File: config.mk
export PLATFORM = sky130hd
export DESIGN_NAME = bootmap_decoder
export DESIGN_NICKNAME = d
export VERILOG_FILES = /design/src/rtl/bm_pkg.sv /design/src/rtl/bm_boot_latch.sv /design/src/rtl/bm_remap_reg.sv /design/src/rtl/bm_area_dec.sv /design/src/rtl/bm_int_dec.sv /design/src/rtl/bootmap_decoder.sv
export SDC_FILE = /design/constraint.sdc
export NUM_CORES = 1
export LEC_CHECK = 0
export BUFFER_PORTS_ARGS = -buffer_cell sky130_fd_sc_hd__buf_2
export CAP_MARGIN = 25
export CORE_MARGIN = 5
export CORE_UTILIZATION = 23
export CTS_CLUSTER_DIAMETER = 200
export CTS_CLUSTER_SIZE = 40
export DETAILED_ROUTE_END_ITERATION = 10
export GPL_ROUTABILITY_DRIVEN = 0
export SKIP_CTS_REPAIR_TIMING = 1
export SLEW_MARGIN = 20
export SYNTH_ARGS = -nofsm -noshare
export SYNTH_HDL_FRONTEND = slang
export SYNTH_HIERARCHICAL = 1
export SYNTH_SLANG_ARGS = --single-unit
File: constraint.sdc
create_clock -name clk -period 3.8 [get_ports clk]
set_clock_uncertainty 0.2 [all_clocks]
set_input_delay 1.14 -clock clk [delete_from_list [all_inputs] [get_ports clk]]
set_output_delay 1.14 -clock clk [all_outputs]
set_load 0.005 [all_outputs]
File: src/rtl/bm_pkg.sv
package bm_pkg;
   typedef enum logic [3:0] {
      SL_NONE    = 4'd0,
      SL_TCM_I   = 4'd1,
      SL_TCM_D   = 4'd2,
      SL_SRAM_SH = 4'd3,
      SL_ROM     = 4'd4,
      SL_USBH    = 4'd5,
      SL_LCD     = 4'd6,
      SL_EXT     = 4'd7,
      SL_PERIPH  = 4'd8
   } slave_e;

   localparam int SEL_W   = 4;
   localparam int NUM_INT = 6;
endpackage

File: src/rtl/bm_boot_latch.sv
module bm_boot_latch (
   input  logic clk,
   input  logic rst_n,
   input  logic boot_pin,
   output logic boot_q
);
   // Follows the pin on every edge while reset is held, frozen afterwards.
   always_ff @(posedge clk) begin
      if (!rst_n) boot_q <= boot_pin;
   end
endmodule

File: src/rtl/bm_remap_reg.sv
module bm_remap_reg #(
   parameter bit SET_WINS = 1'b1
) (
   input  logic clk,
   input  logic rst_n,
   input  logic set_i,
   input  logic clr_i,
   output logic remap_q
);
   logic remap_d;

   generate
      if (SET_WINS) begin : g_set_first
         always_comb begin
            if (set_i)      remap_d = 1'b1;
            else if (clr_i) remap_d = 1'b0;
            else            remap_d = remap_q;
         end
      end else begin : g_clr_first
         always_comb begin
            if (clr_i)      remap_d = 1'b0;
            else if (set_i) remap_d = 1'b1;
            else            remap_d = remap_q;
         end
      end
   endgenerate

   always_ff @(posedge clk or negedge rst_n) begin
      if (!rst_n) remap_q <= 1'b0;
      else        remap_q <= remap_d;
   end
endmodule

File: src/rtl/bm_area_dec.sv
module bm_area_dec #(
   parameter int AREA_W      = 4,
   parameter int NUM_CS      = 8,
   parameter int EBI_FIRST   = 1,
   parameter int PERIPH_AREA = 15,
   parameter int CS_W        = 3
) (
   input  logic [AREA_W-1:0] area_i,
   output logic              is_int,
   output logic              is_ext,
   output logic              is_periph,
   output logic [CS_W-1:0]   cs_o,
   output logic              unmapped
);
   localparam int NUM_AREAS = 1 << AREA_W;

   logic [NUM_AREAS-1:0] ext_map;

   generate
      for (genvar g = 0; g < NUM_AREAS; g++) begin : g_ext_map
         if (g >= EBI_FIRST && g < EBI_FIRST + NUM_CS) begin : g_on
            assign ext_map[g] = 1'b1;
         end else begin : g_off
            assign ext_map[g] = 1'b0;
         end
      end
   endgenerate

   always_comb begin
      cs_o = '0;
      for (int k = 0; k < NUM_CS; k++) begin
         if (area_i == AREA_W'(EBI_FIRST + k)) cs_o = CS_W'(k);
      end
   end

   assign is_int    = (area_i == '0);
   assign is_ext    = ext_map[area_i];
   assign is_periph = (area_i == AREA_W'(PERIPH_AREA));
   assign unmapped  = !(is_int || is_ext || is_periph);
endmodule

File: src/rtl/bm_int_dec.sv
module bm_int_dec #(
   parameter int RGN_W = 8
) (
   input  logic [RGN_W-1:0] rgn_i,
   input  logic             boot_q,
   input  logic             remap_q,
   output bm_pkg::slave_e   slave_o,
   output logic             unmapped_o
);
   import bm_pkg::*;

   always_comb begin
      unmapped_o = 1'b0;
      slave_o    = SL_NONE;
      if (rgn_i == RGN_W'(0)) begin
         if (remap_q)     slave_o = SL_SRAM_SH;
         else if (boot_q) slave_o = SL_ROM;
         else             slave_o = SL_EXT;
      end
      else if (rgn_i == RGN_W'(1)) slave_o = SL_TCM_I;
      else if (rgn_i == RGN_W'(2)) slave_o = SL_TCM_D;
      else if (rgn_i == RGN_W'(3)) slave_o = SL_SRAM_SH;
      else if (rgn_i == RGN_W'(4)) slave_o = SL_ROM;
      else if (rgn_i == RGN_W'(5)) slave_o = SL_USBH;
      else if (rgn_i == RGN_W'(6)) slave_o = SL_LCD;
      else unmapped_o = 1'b1;
   end
endmodule

File: src/rtl/bootmap_decoder.sv
module bootmap_decoder #(
   parameter int ADDR_W      = 32,
   parameter int AREA_W      = 4,
   parameter int RGN_LSB     = 20,
   parameter int NUM_CS      = 8,
   parameter int EBI_FIRST   = 1,
   parameter int PERIPH_AREA = 15,
   parameter bit SET_WINS    = 1'b1,
   localparam int HI_W       = ADDR_W - RGN_LSB,
   localparam int RGN_W      = HI_W - AREA_W,
   localparam int CS_W       = $clog2(NUM_CS),
   localparam int NINT       = bm_pkg::NUM_INT,
   localparam int SW         = bm_pkg::SEL_W
) (
   input  logic            clk,
   input  logic            rst_n,
   input  logic            boot_pin,
   input  logic            remap_set,
   input  logic            remap_clr,
   input  logic            acc_valid,
   input  logic [HI_W-1:0] addr_hi,
   output logic [SW-1:0]   slave_sel,
   output logic [CS_W-1:0] ebi_cs,
   output logic            abort,
   output logic [NINT-1:0] int_hit
);
   import bm_pkg::*;

   generate
      if (RGN_W < 3) begin : g_bad_rgn
         $error("region field too narrow for the internal map");
      end
      if (NUM_CS < 2) begin : g_bad_cs
         $error("at least two chip selects are required");
      end
      if (EBI_FIRST < 1 || EBI_FIRST + NUM_CS > PERIPH_AREA) begin : g_bad_ebi
         $error("external areas overlap area 0 or the peripheral area");
      end
      if (PERIPH_AREA >= (1 << AREA_W)) begin : g_bad_per
         $error("peripheral area outside the area field");
      end
   endgenerate

   logic            boot_q;
   logic            remap_q;
   logic            a_int, a_ext, a_per, a_unm;
   logic [CS_W-1:0] a_cs;
   slave_e          i_slave;
   logic            i_unm;
   slave_e          sel;

   bm_boot_latch u_boot (
      .clk(clk), .rst_n(rst_n), .boot_pin(boot_pin), .boot_q(boot_q)
   );

   bm_remap_reg #(.SET_WINS(SET_WINS)) u_remap (
      .clk(clk), .rst_n(rst_n), .set_i(remap_set), .clr_i(remap_clr),
      .remap_q(remap_q)
   );

   bm_area_dec #(
      .AREA_W(AREA_W), .NUM_CS(NUM_CS), .EBI_FIRST(EBI_FIRST),
      .PERIPH_AREA(PERIPH_AREA), .CS_W(CS_W)
   ) u_area (
      .area_i(addr_hi[HI_W-1 -: AREA_W]),
      .is_int(a_int), .is_ext(a_ext), .is_periph(a_per),
      .cs_o(a_cs), .unmapped(a_unm)
   );

   bm_int_dec #(.RGN_W(RGN_W)) u_int (
      .rgn_i(addr_hi[RGN_W-1:0]), .boot_q(boot_q), .remap_q(remap_q),
      .slave_o(i_slave), .unmapped_o(i_unm)
   );

   always_comb begin
      sel    = SL_NONE;
      ebi_cs = '0;
      abort  = 1'b0;
      if (acc_valid) begin
         if (a_int) begin
            if (i_unm) abort = 1'b1;
            else       sel   = i_slave;
         end else if (a_ext) begin
            sel    = SL_EXT;
            ebi_cs = a_cs;
         end else if (a_per) begin
            sel = SL_PERIPH;
         end else if (a_unm) begin
            abort = 1'b1;
         end
      end
   end

   assign slave_sel = sel;

   generate
      for (genvar i = 0; i < NINT; i++) begin : g_hit
         assign int_hit[i] = (sel == slave_e'(i + 1));
      end
   endgenerate
endmodule

# Word level (Yosys, flattened, before mapping)
# Memories as Yosys holds them, arrays and structs flattened.
# Index checks and enable logic that the tools add are counted.
# totals
output_inout_bits	14
word_cells	69
inputBits	18
mem_count	1
rom_bits	16
reg_bits	2
# classes
n_eq_ne	20
reduce_logical	5
magnitude_cmp	1
mux	40
# mem_list
memory	depth	width	read_ports	rd_ports_with_merged_regs	write_ports	line	rtl
(no name shown)	16	1	1	0	0	bm_area_dec.sv:37	assign is_ext = ext_map[area_i];
# op_table
op	count
4-bit two-way mux	12
4-bit by 3-bit == test with 1-bit output, second input constant	7
8-bit by 3-bit == test with 1-bit output, second input constant	3
3-bit two-way mux	8
1-bit two-way mux	17
4-bit by 2-bit == test with 1-bit output, second input constant	4
8-bit by 2-bit == test with 1-bit output, second input constant	2
4-bit == test, second input constant	2
8-bit by 1-bit == test with 1-bit output, second input constant	1
8-bit logical NOT	1
2-bit two-way mux	3
4-bit by 5-bit less-than comparator with 1-bit output, second input constant	1
4-bit by 1-bit == test with 1-bit output, second input constant	1
4-bit logical NOT	1
1-bit logical OR	2
2-bit nonzero test	1

# Logic depth before layout (Yosys ltp)
# Gate-level depths: netlist of run 1.
# depth
ltp_word	12
depth_mapped	5
ltp_nobuf	5

# Cells and area by module
# The synthesis of run 1 kept the hierarchy.
# modules_own_cells
module	cells_each	area_per_inst_um2	instances	seq_area_each_um2
bootmap_decoder	31	240.2	1	0.0
bm_area_dec	19	127.6	1	0.0
bm_int_dec	19	107.6	1	0.0
bm_remap_reg	3	36.3	1	25.0
bm_boot_latch	2	33.8	1	30.0

# Worst setup path after synthesis of run 1
# Ideal clock, no wire load.
# synth_timing
path_kind	input -> output
startpoint	in addr_hi[11]
endpoint	out int_hit[5]
path_stages	5
n_path_buf	2
slack_ns	0.072
required_ns	2.460
arrival_time_ns	2.388
cell_sequence	buf_2 nor4_1 buf_6 nand3b_1 a2111oi_2
# synth_via
elab_cells_between_ends	9
cone_classes	eq/ne (2); mux (5); reduce/logical (1); memory (1)
# synth_lines
element	line	rtl
from (decl)	bootmap_decoder.sv:21	input logic [HI_W-1:0] addr_hi,
4-bit logical NOT	bm_area_dec.sv:36	assign is_int = (area_i == '0);
named net a_int	bootmap_decoder.sv:46	logic a_int, a_ext, a_per, a_unm;
4-bit two-way mux	bootmap_decoder.sv:80	if (a_int) begin
4-bit two-way mux	bootmap_decoder.sv:79	if (acc_valid) begin
4-bit by 3-bit == test with 1-bit output	bootmap_decoder.sv:98	assign int_hit[i] = (sel == slave_e'(i + 1));
to (decl)	bootmap_decoder.sv:25	output logic [NINT-1:0] int_hit
# The timed path passes the listed nets, and every way through them passes these cells. The select of a mux whose other input is x is not followed.

# Worst setup path in the final report of run 1
# layout_timing
startpoint	in addr_hi[3]
endpoint	out int_hit[4]
# layout_via
elab_chain_len	12
elab_cells_between_ends	25
cone_classes	eq/ne (7); mux (17); reduce/logical (1)
# layout_lines
element	line	rtl
8-bit by 3-bit == test with 1-bit output	bm_int_dec.sv:25	else if (rgn_i == RGN_W'(6)) slave_o = SL_LCD;
1-bit two-way mux	bm_int_dec.sv:25	
1-bit two-way mux	bm_int_dec.sv:24	else if (rgn_i == RGN_W'(5)) slave_o = SL_USBH;
1-bit two-way mux	bm_int_dec.sv:23	else if (rgn_i == RGN_W'(4)) slave_o = SL_ROM;
1-bit two-way mux	bm_int_dec.sv:22	else if (rgn_i == RGN_W'(3)) slave_o = SL_SRAM_SH;
1-bit two-way mux	bm_int_dec.sv:21	else if (rgn_i == RGN_W'(2)) slave_o = SL_TCM_D;
1-bit two-way mux	bm_int_dec.sv:20	else if (rgn_i == RGN_W'(1)) slave_o = SL_TCM_I;
1-bit two-way mux *	bm_int_dec.sv:15	if (rgn_i == RGN_W'(0)) begin
named net i_unm	bootmap_decoder.sv:49	logic i_unm;
4-bit two-way mux *	bootmap_decoder.sv:81	if (i_unm) abort = 1'b1;
4-bit two-way mux *	bootmap_decoder.sv:80	
4-bit two-way mux *	bootmap_decoder.sv:79	
4-bit by 3-bit == test with 1-bit output *	bootmap_decoder.sv:98	
# The timed path passes the listed nets; every way through them passes the cells marked *.

==> flow_metrics.env, run 1 <==
export IMPL_wl_per_cell_um=11.9
export IMPL_dieArea_um2=3450
export IMPL_power_frac_comb_pct=42.9
export IMPL_finalPower_uw=139
export IMPL_ys_warnings_count=6
export IMPL_netlist_area_leader_share_pct=6.88
export IMPL_finalCriticalPeriod_ns=3.78
export IMPL_reg2reg_depth=1
export IMPL_end_kind="primary output"
export IMPL_drc=0
export IMPL_worst_slack_ns=0.0215
export IMPL_status="complete, no violations"
export IMPL_p_sw_share_pct=32.7
export IMPL_grt_max_degree=13
export IMPL_final_max_slew_viol_count=0
export IMPL_layout_nets=135
export IMPL_cts_max_path_buffers=2
export IMPL_vias_per_cell=4.85
export IMPL_critPathMaxFanout=4
export IMPL_hold_end="u_remap/remap_q"
export IMPL_p_int_uw=93.5
export IMPL_synth_edf_count=1
export IMPL_ys_seq_area_share_pct=10.1
export IMPL_cp_arrival_ns=2.44
export IMPL_drt_pass1_iterations=4
export IMPL_placed_area_um2=748
export IMPL_max_stage_delay_ns=0.24
export IMPL_synthTopCellsByArea="nand2b_1 6.9%, edfxtp_1 5.5%, nor2_1 5.5%"
export IMPL_crit_required_ns=2.46
export IMPL_overflow=0
export IMPL_synth_most_common_cell="nor2_1"
export IMPL_pre_cts_ws_ns=-0.0614
export IMPL_portBuffers=31
export IMPL_die_w_um=58.7
export IMPL_syn_nets=92
export IMPL_coreArea_um2=2230
export IMPL_drt_wl_total_um=1710
export IMPL_holdWs_ns=0.296
export IMPL_cts_tree="yes"
export IMPL_die_h_um=58.7
export IMPL_ys_types=39
export IMPL_pwr_share_clk_pct=38.9
export IMPL_hp_class="reg -> reg"
export IMPL_io_pins=32
export IMPL_cts_htree_levels=1
export IMPL_diodes=0
export IMPL_rsz0062_at_grt="true"
export IMPL_fmax_ghz=0.265
export IMPL_avgSynthCellArea_um2=7.37
export IMPL_cts_clk_slew_worst_paths_ns=0.03
export IMPL_start_util_pct=24.4
export IMPL_criticalPathCategory="in -> out"
export IMPL_syn_area_um2=546
export IMPL_r2r_slack_ns=2.94
export IMPL_ys_top_cells_by_count="8 x nor2_1, 6 x nand2b_1, 4 x nor3_1, 4 x nor4_1"
export IMPL_p_seq_share_pct=18.2
export IMPL_p_switching_uw=45.5
export IMPL_reg2reg_from="u_remap/remap_q"
export IMPL_rows=17
export IMPL_clk_latency_ns=0.22
export IMPL_drv_cap=0
export IMPL_holdPathStages=1
export IMPL_grt_usage_pct=9.23
export IMPL_critPathTopFamily="simple AND/OR/NAND/NOR gates"
export IMPL_path_cells="buf_6 > nor3_4 > nand2_2 > a31o_1 > nand3b_1 > buf_4 > a211oi_2 > buf_2"
export IMPL_start_kind="input port"
export IMPL_drtIter0Drc=9
export IMPL_hpwl_um=1300
export IMPL_drive_gt1_share_pct=51.7
export IMPL_r2r_end="u_remap/remap_q"
export IMPL_p_leak_uw=0.000419
export IMPL_dr_total_vias=699
export IMPL_synth_main_ff_cell="edfxtp_1"
export IMPL_synth_cells=74
export IMPL_async_flop_share_pct=50.0
export IMPL_antenna_found_initial=0
export IMPL_synth_largest_area_cell="nand2b_1"
export IMPL_ys_ff_latch=2
export IMPL_p_per_area_nw_per_um2=156
export IMPL_hold_start="u_remap/remap_q"
export IMPL_clkSinkCount=2
export IMPL_root_buffer="clkbuf_4"
export IMPL_vdd_drop_max_uv=148
export IMPL_fin_tns_setup_ns=0
export IMPL_cts_buffers=3
export IMPL_grt_pass1_vias=629
export IMPL_ant_nets=0
export IMPL_hold_viol=0
export IMPL_design_area_um2=893
export IMPL_grt_pass1_wl_um=2540
export IMPL_worstPathBufferInverterCount=3
export IMPL_syn_to_final_growth_pct=63.8
export IMPL_setup_viol=0
export IMPL_slowest_stage="nand3b_1"
export IMPL_finalCritPeriodShare_pct=99.4
==> final cells by class <==
type                       count  area, µm²
tap                           28       35.0
fill                         250       1340
sequential                     2       55.1
inverter                       2       7.51
timing repair buffer          43        258
clock buffer                   4       26.3
multi-input combinational     65        512
==> state kept, by name, summed over array words and instances, names as in the netlist <==
signal,cells
u_boot/boot_q,1
u_remap/remap_q,1
==> through the flow <==
step           util [%]  cells
6_report           40.0    144
5_1_grt            40.0    144
4_1_cts            34.7    139
3_5_place_dp       33.5    135
3_3_place_gp       33.5    135
2_1_floorplan         -     74
==> how the worst max path moves through the flow <==
| stage | slack [ns] | depth (start not counted) | to | from |
|---|---|---|---|---|
| after floorplan | 0.07 | 5 | int_hit[5] | addr_hi[11] |
| after global placement | -0.03 | 6 | abort | addr_hi[8] |
| after detailed placement | -0.06 | 7 | int_hit[5] | addr_hi[5] |
| after CTS | -0.07 | 7 | int_hit[5] | addr_hi[5] |
| after global routing | -0.09 | 8 | int_hit[5] | addr_hi[3] |
| final | 0.02 | 8 | int_hit[4] | addr_hi[3] |
==> cells in the final DEF, fill, tap and decap left out, types with 3 or more instances in the layout <==
cell type / synthesis / routed
nand2_1: 3 / 3
and3b_1: 3 / 3
nor2_1: 8 / 6
clkbuf_4: 0 / 3
nor2_2: 1 / 3
nor3_1: 4 / 3
nand3b_1: 3 / 3
a21boi_1: 3 / 5
nand2b_1: 6 / 6
buf_2: 2 / 29
and3_1: 3 / 3
buf_4: 1 / 12
==> power groups by stage <==
stage / registers, µW / logic, µW / clock network, µW
finish: 25.3 / 59.6 / 54.1
global route: 25.5 / 66.6 / 59.1
CTS: 25.4 / 50.3 / 58.0
detailed placement: 25.6 / 50.2 / 0
global placement: 25.6 / 49.1 / 0
floorplan: 25.4 / 28.5 / 0
==> cells by family after synthesis <==
group / share of synthesized area (%)
xor gates and xnor gates: 3.21
DFF: 10.1
and+or+nand+nor: 54.4
buffers and inverters: 8.72
AOI/OAI and AO/OA: 22.9
other: 0.687
==> metal layers <==
metal	track usage (%)	vias to the layer above	wire length [µm]
met4	3.88	0	0
met2	15.8	15	956
met3	2.41	0	83
li1	-	359	-
met5	0	-	0
met1	10.8	325	671
No activity file was read; power rests on OpenSTA's default activity.
==> run 2, diff against run 1 <==
Settings changed: ABC_AREA from default to 1.
==> run 2 against run 1 <==
  * Worst hold slack better by 0.031 ns
  * Clock power is 5.4% lower
  * Register-to-register slack better by 0.03 ns
  * First-iteration DRC count is 11% higher
  * Utilization is 7.5 points lower
  * Count of clock-buffer cells in the layout stayed put
  * Sequential share of layout area is 0.73 points higher
  * Routed wire length is 15% lower
  * Non-clock buffer count is 11 lower
  * Die area is 5.5% higher
  * Fmax is 3.2% higher
  * Largest cell class unchanged
  * Highest routed layer is now met4
==> flow_metrics.env, run 2 <==
export IMPL_cts_buffers=3
export IMPL_syn_to_final_growth_pct=37.2
export IMPL_cts_max_path_buffers=2
export IMPL_criticalPathCategory="in -> out"
export IMPL_synth_compound_area_share_pct=9.25
export IMPL_start_util_pct=23.7
export IMPL_coreArea_um2=2450
export IMPL_root_buffer="clkbuf_4"
export IMPL_reg_top3="u_boot/boot_q (1), u_remap/remap_q (1)"
export IMPL_die_h_um=60.3
export IMPL_syn_nets=131
export IMPL_hp_class="reg -> reg"
export IMPL_finalCriticalPeriod_ns=3.66
export IMPL_clkSinkCount=2
export IMPL_holdPathStages=2
export IMPL_end_kind="primary output"
export IMPL_status="complete, no violations"
export IMPL_synth_largest_area_cell="nand2_1"
export IMPL_grt_max_degree=9
export IMPL_vias_per_cell=4.20
export IMPL_ys_ff_latch=2
export IMPL_drtIter0Drc=10
export IMPL_synth_xor_area_share_pct=0
export IMPL_overflow=0
export IMPL_critPathMaxFanout=8
export IMPL_syn_area_um2=582
export IMPL_vdd_drop_max_uv=239
export IMPL_synth_main_ff_cell="edfxtp_1"
export IMPL_final_cell_mix="31 x buf_2, 30 x nand2_1, 20 x inv_1"
export IMPL_synth_most_common_cell="nand2_1"
export IMPL_cts_clk_slew_worst_paths_ns=0.03
export IMPL_synth_fa_ha_area_share_pct=0
export IMPL_grt_pass1_wl_um=2420
export IMPL_drive_gt1_share_pct=36.7
export IMPL_rsz0062_at_grt="false"
export IMPL_ant_nets=0
export IMPL_drc=0
export IMPL_drt_wl_total_um=1450
export IMPL_p_per_area_nw_per_um2=167
export IMPL_ys_types=23
export IMPL_crit_required_ns=2.46
export IMPL_wl_per_cell_um=8.20
export IMPL_portBuffers=31
export IMPL_netlist_area_leader_share_pct=19.4
export IMPL_drv_cap=0
export IMPL_dr_total_vias=744
export IMPL_synth_edf_count=1
export IMPL_hpwl_um=1280
export IMPL_start_kind="input port"
export IMPL_cts_htree_levels=1
export IMPL_dieArea_um2=3640
export IMPL_synthTopCellsByArea="nand2_1 19%, inv_1 13%, nor2_1 11%"
export IMPL_cts_tree="yes"
export IMPL_nFillCells=297
export IMPL_p_leak_uw=0.000481
export IMPL_synthSimpleGateAreaFrac_pct=62.6
export IMPL_finalCritPeriodShare_pct=96.3
export IMPL_final_max_slew_viol_count=0
export IMPL_drt_pass1_iterations=4
export IMPL_reg2reg_depth=2
export IMPL_ys_top_cells_by_count="30 x nand2_1, 20 x inv_1, 17 x nor2_1"
export IMPL_grt_pass1_vias=676
export IMPL_clk_latency_ns=0.22
export IMPL_avgSynthCellArea_um2=5.15
export IMPL_io_pins=32
export IMPL_die_w_um=60.3
export IMPL_ys_seq_area_share_pct=9.46
export IMPL_setup_viol=0
export IMPL_ys_warnings_count=6
export IMPL_cp_arrival_ns=2.32
export IMPL_diodes=0
export IMPL_antenna_found_initial=0
export IMPL_synth_top_family_by_area="simple AND/OR/NAND/NOR gates"
export IMPL_hold_viol=0
export IMPL_final_common_cell="buf_2"
export IMPL_rows=18
export IMPL_grt_usage_pct=8.35
export IMPL_post_route_util_pct=32.5
export IMPL_synth_cells=113
export IMPL_fmax_ghz=0.273
export IMPL_fin_tns_setup_ns=0
export IMPL_layout_nets=166
export IMPL_async_flop_share_pct=50.0
export IMPL_synth_mux_area_share_pct=0
==> run 2: critical path: stages <==
cell	delay [ns]
buf_2	0.12
nor2_2	0.14
nand2_1	0.10
nor2_1	0.09
buf_4	0.17
nor2_4	0.05
nor2_4	0.13
nand3_1	0.12
nor2_1	0.13
buf_2	0.12
==> run 2: final cells by class <==
type / count / area [µm²] / share of cell area (%)
Timing Repair Buffer: 32 / 163 / 20.4
Sequential cell: 2 / 55.1 / 6.90
Inverter: 23 / 86.3 / 10.8
Tap cell: 30 / 37.5 / 4.70
Multi-Input combinational cell: 86 / 430 / 53.9
Clock buffer: 4 / 26.3 / 3.29
==> run 2: kinds of logic (layout without fill, tap and decap cells) <==
kind of cell | after synthesis | in the layout
flip-flops | 2 | 2
AO/OA/AOI/OAI | 10 | 10
other | 1 | 1
buffers and inverters | 25 | 59
AND/OR/NAND/NOR | 75 | 75
==> run 2: where the power goes <==
group	switching, µW	internal, µW
clock	12.2	39.0
combinational	33.2	22.9
sequential	0.979	24.7
total	46.4	86.6
==> run 2: metrics by stage <==
stage	cells	cell area, µm²	setup slack (ns)	power, µW	hold WS, ns
2_1_floorplan	113	582	0.436	59.5	0.283
3_3_place_gp	173	763	0.120	80.2	0.311
3_5_place_dp	173	763	0.0881	81.2	0.333
4_1_cts	177	790	0.0826	135	0.331
5_1_grt	177	798	0.0150	146	0.369
6_report	177	798	0.139	133	0.327
==> run 2: path summary, 6_finish.rpt <==
path                                       from         endpoint  slack (ns)
worst max register to register  u_remap/remap_q  u_remap/remap_q        2.97
worst max-delay path                 addr_hi[8]       int_hit[0]        0.14
min in group asynchronous                 rst_n  u_remap/remap_q        0.50
worst min-delay path            u_remap/remap_q  u_remap/remap_q        0.33
max in group asynchronous                 rst_n  u_remap/remap_q        2.81
worst min register to register  u_remap/remap_q  u_remap/remap_q        0.33
==> run 2: metal layers <==
metal / GRT usage, % / vias to the layer above / wire [µm]
met5: 0 / - / 0
met4: 3.80 / 0 / 14
met3: 2.16 / 2 / 125
met2: 13.9 / 23 / 689
met1: 9.92 / 308 / 623
li1: - / 411 / -
==> run 3, diff against run 2 <==
Settings changed: REMOVE_ABC_BUFFERS from default to 1.
==> run 3 against run 2 <==
  * Combinational power about the same
  * Flip-flop and latch count unchanged
  * Die area stayed put
==> flow_metrics.env, run 3 (synthesized netlist as in run 2, its figures left out) <==
export IMPL_vias_per_cell=4.16
export IMPL_cp_arrival_ns=2.32
export IMPL_cts_tree="yes"
export IMPL_final_common_cell="buf_2"
export IMPL_hp_class="reg -> reg"
export IMPL_rows=18
export IMPL_final_cells=177
export IMPL_hpwl_um=1250
export IMPL_critPathTopFamily="simple AND/OR/NAND/NOR gates"
export IMPL_final_cell_mix="31 x buf_2, 30 x nand2_1, 20 x inv_1"
export IMPL_coreArea_um2=2450
export IMPL_path_cells="buf_2 > nor2_2 > nand2_1 > nor2_1 > buf_4 > nor2_4 > nor2_4 > nand3_1 > nor2_1 > buf_2"
export IMPL_die_w_um=60.3
export IMPL_max_stage_delay_ns=0.17
export IMPL_drive_gt1_share_pct=37.4
export IMPL_layout_nets=166
export IMPL_ant_nets=0
export IMPL_finalCritPeriodShare_pct=96.2
export IMPL_drt_wl_total_um=1420
export IMPL_drc=0
export IMPL_fmax_ghz=0.274
export IMPL_vdd_drop_max_uv=108
export IMPL_io_pins=32
export IMPL_grt_pass1_vias=664
export IMPL_pre_cts_ws_ns=0.0862
export IMPL_worst_slack_ns=0.145
export IMPL_p_leak_uw=0.000481
export IMPL_overflow=0
export IMPL_hold_viol=0
export IMPL_critPathMaxFanout=8
export IMPL_final_max_slew_viol_count=0
export IMPL_finalCriticalPeriod_ns=3.66
export IMPL_rsz0062_at_grt="false"
export IMPL_setup_viol=0
export IMPL_dr_total_vias=736
export IMPL_antenna_found_initial=0
export IMPL_cts_buffers=3
export IMPL_criticalPathCategory="in -> out"
export IMPL_p_per_area_nw_per_um2=169
export IMPL_fin_tns_setup_ns=0
export IMPL_start_util_pct=23.7
export IMPL_portBuffers=31
export IMPL_cts_htree_levels=1
export IMPL_clkSinkCount=2
export IMPL_drv_cap=0
export IMPL_diodes=0
export IMPL_start_kind="input port"
export IMPL_post_route_util_pct=32.6
export IMPL_root_buffer="clkbuf_4"
export IMPL_syn_to_final_growth_pct=37.6
export IMPL_holdWs_ns=0.323
export IMPL_cts_max_path_buffers=2
export IMPL_reg_top3="u_boot/boot_q (1), u_remap/remap_q (1)"
export IMPL_grt_max_degree=9
export IMPL_dp_cells=173
export IMPL_wl_per_cell_um=8.00
export IMPL_status="complete, no violations"
export IMPL_worstPathBufferInverterCount=3
export IMPL_grt_usage_pct=8.79
export IMPL_dieArea_um2=3640
export IMPL_drtIter0Drc=14
export IMPL_drt_pass1_iterations=4
export IMPL_cts_clk_slew_worst_paths_ns=0.03
export IMPL_die_h_um=60.3
export IMPL_end_kind="primary output"
export IMPL_crit_required_ns=2.46
export IMPL_clk_latency_ns=0.22
export IMPL_grt_pass1_wl_um=2500
export IMPL_slowest_stage="buf_4"
## run 3: cell counts in the layout (fill, tap and decap cells not counted)
Identical to the previous run, type by type.
## run 3: tightest hold or removal path: stages, from the launching register on
cell	delay (ns)
dfrtp_1	0.37
nand2_1	0.07
nand2_1	0.05
## run 3: path summary, 6_finish.rpt
check                                start         endpoint  slack (ns)  depth (start not counted)
setup / recovery                addr_hi[8]       int_hit[0]        0.14                         10
hold reg to reg            u_remap/remap_q  u_remap/remap_q        0.32                          2
setup reg to reg           u_remap/remap_q  u_remap/remap_q        2.97                          2
min in group asynchronous            rst_n  u_remap/remap_q        0.49                          1
max in group asynchronous            rst_n  u_remap/remap_q        2.82                          1
hold / removal             u_remap/remap_q  u_remap/remap_q        0.32                          2
## run 3: final cells by class
cell class | count | area (µm²)
flip-flops and latches | 2 | 55.1
well taps | 30 | 37.5
repair buffers | 32 | 163
fillers | 277 | 1650
clock buffers | 4 | 26.3
multi-input cells | 86 | 433
inverters | 23 | 86.3
## run 3: through the flow
step                      instance area [µm²]  power [µW]
after floorplan                           563        58.1
after global placement                    763        80.0
after detailed placement                  763        81.1
after CTS                                 790         137
after global routing                      801         150
final                                     801         135
## run 3: power breakdown
part / switching, µW / internal, µW / total, µW
clock network: 14.1 / 39.1 / 53.2
registers: 0.910 / 24.7 / 25.6
logic: 33.1 / 23.1 / 56.1
total: 48.1 / 86.8 / 135
## run 3: layer usage
metal | track usage (%) | wire length, µm
met5 | 0 | 0
met2 | 14.4 | 652
met1 | 10.7 | 614
met3 | 1.73 | 134
met4 | 4.75 | 14
